[config.mk]
export PLATFORM = sky130hd
export DESIGN_NAME = spim_top
export DESIGN_NICKNAME = d
export VERILOG_FILES = /design/src/rtl/spim_pkg.sv /design/src/rtl/spim_cfg_dec.sv /design/src/rtl/spim_timer.sv /design/src/rtl/spim_shift.sv /design/src/rtl/spim_top.sv
export SDC_FILE = /design/constraint.sdc
export NUM_CORES = 1
export LEC_CHECK = 0
export BUFFER_PORTS_ARGS = -buffer_cell sky130_fd_sc_hd__buf_2
export CAP_MARGIN = 20
export CORE_MARGIN = 2
export CORE_UTILIZATION = 40
export CTS_CLUSTER_DIAMETER = 120
export DETAILED_ROUTE_END_ITERATION = 7
export SYNTH_ARGS = -nofsm -noshare
export SYNTH_HDL_FRONTEND = slang
export SYNTH_SLANG_ARGS = --single-unit
[constraint.sdc]
create_clock -name clk_i -period 3.8 [get_ports clk_i]
set_input_delay 0.76 -clock clk_i [delete_from_list [all_inputs] [get_ports clk_i]]
set_output_delay 0.76 -clock clk_i [all_outputs]
set_load 0.05 [all_outputs]
[src/rtl/spim_pkg.sv]
package spim_pkg;
  localparam int ATTR_W  = 32;
  localparam int FRM_MAX = 16;
  localparam int NB_W    = $clog2(FRM_MAX + 1);
  localparam int TMR_W   = 20;  // 7 * 2^16 fits

  // attribute field positions (decoded by the bench and the driver side)
  localparam int A_FRM  = 27;
  localparam int A_CPOL = 26;
  localparam int A_CPHA = 25;
  localparam int A_LSB  = 24;
  localparam int A_LPRE = 22;
  localparam int A_TPRE = 20;
  localparam int A_BPRE = 16;
  localparam int A_LSC  = 12;
  localparam int A_TSC  = 8;
  localparam int A_BSC  = 0;

  typedef enum logic [2:0] {S_IDLE, S_LEAD, S_XFER, S_TRAIL, S_DONE} spim_st_e;

  typedef struct packed {
    logic             cpol;
    logic             cpha;
    logic             lsb_first;
    logic [NB_W-1:0]  nbits;
    logic [TMR_W-1:0] lead;
    logic [TMR_W-1:0] half;
    logic [TMR_W-1:0] trail;
  } spim_cfg_t;

  // odd multiplier 1,3,5,7 times 2^(sc+extra)
  function automatic logic [TMR_W-1:0] scaled(input logic [1:0] pre, input logic [3:0] sc,
                                              input logic extra);
    logic [TMR_W-1:0] m;
    logic [4:0]       sh;
    m  = TMR_W'({pre, 1'b1});
    sh = {1'b0, sc} + {4'b0, extra};
    return m << sh;
  endfunction

  function automatic logic [NB_W-1:0] frame_bits(input logic [3:0] code);
    return (code < 4'd3) ? NB_W'(4) : NB_W'(code) + NB_W'(1);
  endfunction
endpackage

[src/rtl/spim_cfg_dec.sv]
module spim_cfg_dec
  import spim_pkg::*;
(
  input  logic [ATTR_W-1:0] attr_i,
  output spim_cfg_t         cfg_o
);
  always_comb begin
    cfg_o.cpol      = attr_i[A_CPOL];
    cfg_o.cpha      = attr_i[A_CPHA];
    cfg_o.lsb_first = attr_i[A_LSB];
    cfg_o.nbits     = frame_bits(attr_i[A_FRM+:4]);
    cfg_o.lead      = scaled(attr_i[A_LPRE+:2], attr_i[A_LSC+:4], 1'b1);
    cfg_o.trail     = scaled(attr_i[A_TPRE+:2], attr_i[A_TSC+:4], 1'b1);
    cfg_o.half      = scaled(attr_i[A_BPRE+:2], attr_i[A_BSC+:4], 1'b0);
  end

  logic unused_attr;
  assign unused_attr = ^{attr_i[31], attr_i[19:18], attr_i[7:4]};
endmodule

[src/rtl/spim_timer.sv]
module spim_timer #(
  parameter int CNT_W = 20
) (
  input  logic             clk_i,
  input  logic             rst_ni,
  input  logic             load_i,
  input  logic [CNT_W-1:0] load_val_i,
  output logic             zero_o
);
  logic [CNT_W-1:0] cnt_q;

  always_ff @(posedge clk_i or negedge rst_ni) begin
    if (!rst_ni)              cnt_q <= '0;
    else if (load_i)          cnt_q <= load_val_i;
    else if (cnt_q != '0)     cnt_q <= cnt_q - 1'b1;
  end

  assign zero_o = (cnt_q == '0);
endmodule

[src/rtl/spim_shift.sv]
module spim_shift #(
  parameter int DATA_W = 16,
  parameter int NB_W   = 5
) (
  input  logic              clk_i,
  input  logic              rst_ni,
  input  logic              load_i,
  input  logic [DATA_W-1:0] tx_i,
  input  logic              lsb_i,
  input  logic [NB_W-1:0]   nbits_i,
  input  logic              shift_i,
  input  logic              capture_i,
  input  logic              finish_i,
  input  logic              miso_i,
  output logic              mosi_o,
  output logic [DATA_W-1:0] rx_o
);
  localparam int IDX_W = $clog2(DATA_W);

  logic [DATA_W-1:0] tx_q, rx_sh_q, rx_q;
  logic [IDX_W-1:0]  out_q, in_q, out_pos, in_pos;
  logic [NB_W-1:0]   out_w, in_w;

  // bit order: index counts transmitted bits, position maps it into the word
  assign out_w   = lsb_i ? NB_W'(out_q) : nbits_i - NB_W'(1) - NB_W'(out_q);
  assign in_w    = lsb_i ? NB_W'(in_q)  : nbits_i - NB_W'(1) - NB_W'(in_q);
  assign out_pos = out_w[IDX_W-1:0];
  assign in_pos  = in_w[IDX_W-1:0];

  always_ff @(posedge clk_i or negedge rst_ni) begin
    if (!rst_ni) begin
      tx_q    <= '0;
      rx_sh_q <= '0;
      rx_q    <= '0;
      out_q   <= '0;
      in_q    <= '0;
    end else if (load_i) begin
      tx_q    <= tx_i;
      rx_sh_q <= '0;
      out_q   <= '0;
      in_q    <= '0;
    end else begin
      if (shift_i) out_q <= out_q + 1'b1;
      if (capture_i) begin
        rx_sh_q[in_pos] <= miso_i;
        in_q            <= in_q + 1'b1;
      end
      if (finish_i) rx_q <= rx_sh_q;
    end
  end

  assign mosi_o = tx_q[out_pos];
  assign rx_o   = rx_q;

  logic unused_w;
  assign unused_w = ^{out_w[NB_W-1:IDX_W], in_w[NB_W-1:IDX_W]};
endmodule

[src/rtl/spim_top.sv]
module spim_top
  import spim_pkg::*;
#(
  parameter int DATA_W = FRM_MAX
) (
  input  logic              clk_i,
  input  logic              rst_ni,
  input  logic              start_i,
  input  logic [ATTR_W-1:0] attr_i,
  input  logic [DATA_W-1:0] tx_i,
  input  logic              miso_i,
  output logic              sck_o,
  output logic              mosi_o,
  output logic              cs_n_o,
  output logic [DATA_W-1:0] rx_o,
  output logic              done_o
);
  localparam int EDGE_W = $clog2(2 * DATA_W + 1);

  spim_st_e          state_q;
  spim_cfg_t         cfg_d, cfg_q;
  logic              cs_n_q, sck_q, done_q;
  logic [EDGE_W-1:0] edge_q, edge_num;
  logic              tmr_load, tmr_zero;
  logic [TMR_W-1:0]  tmr_val;
  logic              edge_ev, last_edge, capture_ev, shift_ev, finish, mosi_bit;

  spim_cfg_dec u_dec (.attr_i(attr_i), .cfg_o(cfg_d));

  spim_timer #(.CNT_W(TMR_W)) u_tmr (
    .clk_i, .rst_ni, .load_i(tmr_load), .load_val_i(tmr_val), .zero_o(tmr_zero)
  );

  assign edge_ev    = ((state_q == S_LEAD) || (state_q == S_XFER)) && tmr_zero;
  assign edge_num   = edge_q + 1'b1;
  assign last_edge  = (edge_num == EDGE_W'({cfg_q.nbits, 1'b0}));
  assign capture_ev = edge_ev && (edge_num[0] ^ cfg_q.cpha);
  // first-bit data is already on the line: cpha=1 skips edge 1, cpha=0 skips the final edge
  assign shift_ev   = edge_ev && !(edge_num[0] ^ cfg_q.cpha) &&
                      (cfg_q.cpha ? (edge_num != EDGE_W'(1)) : !last_edge);
  assign finish     = (state_q == S_TRAIL) && tmr_zero;

  always_comb begin
    tmr_load = 1'b0;
    tmr_val  = '0;
    unique case (state_q)
      S_IDLE: if (start_i) begin
        tmr_load = 1'b1;
        tmr_val  = cfg_d.lead - 1'b1;
      end
      S_LEAD, S_XFER: if (tmr_zero) begin
        tmr_load = 1'b1;
        tmr_val  = last_edge ? cfg_q.trail - 1'b1 : cfg_q.half - 1'b1;
      end
      default: ;
    endcase
  end

  always_ff @(posedge clk_i or negedge rst_ni) begin
    if (!rst_ni) begin
      state_q <= S_IDLE;
      cfg_q   <= '0;
      cs_n_q  <= 1'b1;
      sck_q   <= 1'b0;
      done_q  <= 1'b0;
      edge_q  <= '0;
    end else begin
      unique case (state_q)
        S_IDLE: if (start_i) begin
          cfg_q   <= cfg_d;
          cs_n_q  <= 1'b0;
          sck_q   <= cfg_d.cpol;
          edge_q  <= '0;
          state_q <= S_LEAD;
        end
        S_LEAD, S_XFER: if (tmr_zero) begin
          sck_q   <= ~sck_q;
          edge_q  <= edge_num;
          state_q <= last_edge ? S_TRAIL : S_XFER;
        end
        S_TRAIL: if (tmr_zero) begin
          cs_n_q  <= 1'b1;
          done_q  <= 1'b1;
          state_q <= S_DONE;
        end
        default: begin
          done_q  <= 1'b0;
          state_q <= S_IDLE;
        end
      endcase
    end
  end

  spim_shift #(.DATA_W(DATA_W), .NB_W(NB_W)) u_shift (
    .clk_i, .rst_ni,
    .load_i   ((state_q == S_IDLE) && start_i),
    .tx_i     (tx_i),
    .lsb_i    (cfg_q.lsb_first),
    .nbits_i  (cfg_q.nbits),
    .shift_i  (shift_ev),
    .capture_i(capture_ev),
    .finish_i (finish),
    .miso_i   (miso_i),
    .mosi_o   (mosi_bit),
    .rx_o     (rx_o)
  );

  assign cs_n_o = cs_n_q;
  assign sck_o  = cs_n_q ? attr_i[A_CPOL] : sck_q;
  assign mosi_o = !cs_n_q && mosi_bit;
  assign done_o = done_q;

  logic unused_cfg;
  assign unused_cfg = ^{cfg_q.lead, cfg_q.cpol};
endmodule

==> results by group <==
STA
  – Pin slew with the least headroom to its limit: 0.8188 ns
  – Final Hold Vio Count: 0
  – Max Fclk: 263.6 MHz
  – Share of the cycle needed by the critical path after routing: 0.9985
  – Setup TNS after final layout: 0 ns
  – Final setup violation count: 0
  – Setup repair after global routing missed its margin: yes
  – Post-Route Hold Slack: 0.3399 ns
  – Number of pins with negative max-slew slack in the final report: 0
  – Layout Skew: 0.005254 ns
  – Post-route minimum period: 3.794 ns
  – Slack of the critical path: 0.005674 ns
  – Worst-case headroom to the max-slew limit: 0.4541

Synth
  – Sequential-to-total area share from yosys stat: 0.3807
  – Top cells by area, synth: dfrtp_1 (38%), nand2_1 (6.8%), xnor2_1 (4.3%)
  – Ys Warns: 0
  – Number of flip-flops and latches in the synthesized netlist: 133
  – Share of flip-flops with an asynchronous set or reset: 1.000
  – Avg Inst Size Synth: 8.583 sq um
  – Synthesized instance count: 1,019
  – Yosys cell types: 74
  – Cell area after synthesis: 8746 sq um
  – Leading register cell type out of synthesis: dfrtp_1
  – Synthesized Nets: 1,092
  – Share of Yosys cell area claimed by the top area cell type: 0.3777
  – Post-synth top area cell: dfrtp_1
  – Number of synthesized flops with an enable pin: 0

Floorplan
  – Core box area: 21,620 sq um
  – Height of the die: 151.9 um
  – Number of rows in the core area: 54
  – Starting density of the core: 0.4045
  – Die area: 23,060 sq um
  – Die X: 151.9 um
  – Ports: 72

Setup path
  – Worst EP arrival: 3.03 ns
  – CP dominant cell by count: mux4_2
  – List of cells traversed by the critical path: inv_2 > ha_4 > inv_4 > fa_1 > mux2i_1 > buf_4 > mux4_2 > mux4_2 > nor2b_4 > buf_8
  – Critical Path Sink Type: output pin
  – Data required time at the worst endpoint: 3.04 ns
  – Peak fanout along the critical path: 4
  – Startpoint type of the worst setup path: register
  – Number of buffers and inverters on the critical path: 4
  – Worst reg2reg endpoint: u_tmr.cnt_q[14]
  – Top Family by Delay on Critical Path: multiplexers
  – Worst-path cell with the longest stage delay: mux4_2
  – Number of cells on the worst reg-to-reg path: 14
  – R2r setup slk: 0.32 ns
  – Critical register-to-register path startpoint: edge_q[0]
  – Startpoint-to-endpoint class of the critical path: register to output pin
  – Biggest cell delay along the critical path: 0.53 ns

Clocking
  – Clock H-tree levels: 4
  – CTS tree: yes
  – Library cell used as clock root buffer: clkbuf_16
  – Clk Latency, worst-skew pair: 0.42 ns
  – Clk sinks: 133
  – Clock slew at reported path FFs: 0.06 ns
  – Clock buffers created by TritonCTS: 17
  – Number of hold-repair buffers added at the cts stage: 0
  – Buffer depth of the longest clock path: 2

Power and ir drop
  – Static leakage power: 4.592 nW
  – Power Density: 769.0 nW/um^2
  – Worst vdd ir: 0.5263 mV

Cells and area
  – Number of diodes: 0
  – Total non-filler cell area in the finished layout: 10,100 sq um
  – Area growth, synth to finish: 15.52%
  – Ratio of cells with drive above 1 in the final layout: 0.1697
  – Final nets: 1,150
  – Final core utilization: 0.4673

Routing
  – Detailed-route vias per instance: 5.497
  – DR WL/cell: 15.86 um
  – Number of iterations in the first detailed-routing pass: 4
  – Post-DRT Antenna Nets: 0
  – Total via count after detailed routing: 7,531
  – Drt first-iter violations: 492
  – Drt total wl: 21.73 mm
  – Drt drc: 0

Outcome
  – Status: complete, no violations

Global routing
  – Global-route wire length before repair: 36.68 mm
  – Antenna violations before repair: 0
  – Overall overflow remaining after global route: 0
  – GRT Resource Usage Total: 0.1914
  – Via count of the first global-routing pass: 7,207
  – Pin count of the biggest net entering global routing: 94

Placed design
  – Post-detail-place hpwl: 15.53 mm
  – Placement-stage worst setup slack: 0.1490 ns
  – Total cell area at the placement stage: 9405 sq um
  – Weighted congestion at the end of routability-driven global placement: 0.8665
  – IO Port Bufs: 64

Flow run
  – Total of max-cap violations: 0

Hold path
  – Type of the most critical hold path: input port to async pin
-- sequential cells by signal (all words and copies together) (netlist names) --
name             count
u_shift.tx_q        16
u_tmr.cnt_q         20
edge_q               6
state_q              3
cfg_q               45
done_o               1
u_shift.in_q         4
u_shift.rx_sh_q     16
u_shift.rx_o        16
sck_q                1
cs_n_o               1
u_shift.out_q        4
-- metrics by stage --
step | std cells | power, mW
6_report | 1370 | 7.770
5_1_grt | 1370 | 8.379
4_1_cts | 1368 | 7.669
3_5_place_dp | 1334 | 5.889
3_3_place_gp | 1334 | 5.833
2_1_floorplan | 1019 | 4.926
-- layout make-up --
cell class	instances	area (sq um)
Fill cell	2136	11520
Multi-Input combinational cell	798	5114
Sequential cell	133	3331
Timing Repair Buffer	95	594.3
Clock buffer	18	439.2
Tap cell	280	350.3
Clock inverter	14	152.6
Inverter	32	122.6
-- power breakdown --
part | total [mW] | switching [mW] | internal [mW]
Clock | 1.64 | 0.648 | 0.988
Combinational | 3.86 | 2.14 | 1.72
Sequential | 2.27 | 0.441 | 1.83
-- cell usage after synthesis (6+ instances only) --
cell	n
mux2i_1	25
dfrtp_1	132
mux2_2	18
ha_1	19
a22oi_1	12
nor3b_1	7
nand2_1	158
o21ai_0	74
a211oi_1	6
clkbuf_1	44
or4_1	6
o31ai_1	10
inv_1	31
xnor2_1	43
and2_1	7
nor2b_1	15
o22ai_1	9
nand3_1	41
a22o_1	13
nor3_1	31
nor2_1	74
or3_1	11
a21oi_1	62
xor2_1	33
a31oi_1	7
nand2b_1	14
nor4_1	22
-- worst reg2reg max path, delay by kind of cell, from the launching register on --
family / cells / cell delay [ns]
xor gates and xnor gates: 2 / 0.34
muxes: 2 / 0.40
and+or+nand+nor: 5 / 1.20
DFF: 1 / 0.41
AOI/OAI and AO/OA: 2 / 0.41
adders and majority gates: 2 / 0.45
buffers and inverters: 1 / 0.14
-- metal layers --
metal	vias up	GRT usage	wire [um]
met4	0	0.05207	265
met2	141	0.2889	9698
met3	21	0.03480	761
li1	3760	-	-
met5	-	0	0
met1	3609	0.2830	11000
-- placed cells by master (no fill, tap or decap), types with 5 or more instances in the layout --
| master | n |
|---|---|
| xnor2_1 | 43 |
| buf_2 | 62 |
| nand2_1 | 158 |
| and3_1 | 5 |
| ha_1 | 16 |
| inv_1 | 27 |
| mux4_2 | 5 |
| nor2_1 | 74 |
| nor3b_1 | 6 |
| clkbuf_16 | 17 |
| dfrtp_1 | 131 |
| a31oi_1 | 7 |
| xor2_1 | 33 |
| a211oi_1 | 6 |
| nor3_1 | 30 |
| a21o_1 | 5 |
| o31ai_1 | 10 |
| or4_1 | 6 |
| a22o_1 | 13 |
| mux2i_1 | 24 |
| o22ai_1 | 9 |
| nand2b_1 | 14 |
| or3_1 | 11 |
| nor4_1 | 19 |
| nand3_1 | 39 |
| and2_1 | 7 |
| buf_4 | 29 |
| o21a_1 | 5 |
| o21ai_0 | 74 |
| a22oi_1 | 12 |
| nor2b_1 | 14 |
| a21oi_1 | 62 |
| mux2_2 | 18 |
-- repair_timing --
action	in CTS	in global routing
gates resized for setup	8	13
pin swaps	1	4
setup endpoints to repair	1	6
buffers inserted	2	2
-- logic make-up after synthesis --
kind of cell / after synthesis / share of synthesized area
buffers and inverters: 88 / 0.04235
AOI/OAI and AO/OA: 242 / 0.1757
xor gates and xnor gates: 77 / 0.07868
and+or+nand+nor: 410 / 0.2262
adders and majority gates: 21 / 0.03176
DFF: 133 / 0.3807
muxes: 48 / 0.06466
-- worst max-delay path by stage --
stage,cells after the start,slack (ns),from,to
floorplan,16,0.26,edge_q[0],u_tmr.cnt_q[16]
global placement,14,0.18,edge_q[0],u_tmr.cnt_q[16]
detailed placement,14,0.15,edge_q[0],u_tmr.cnt_q[16]
CTS,10,-0.04,cfg_q[60],mosi_o
global route,10,-0.12,cfg_q[61],mosi_o
finish,10,0.006,cfg_q[61],mosi_o
Note: power is estimated with default switching activity, not from simulation.
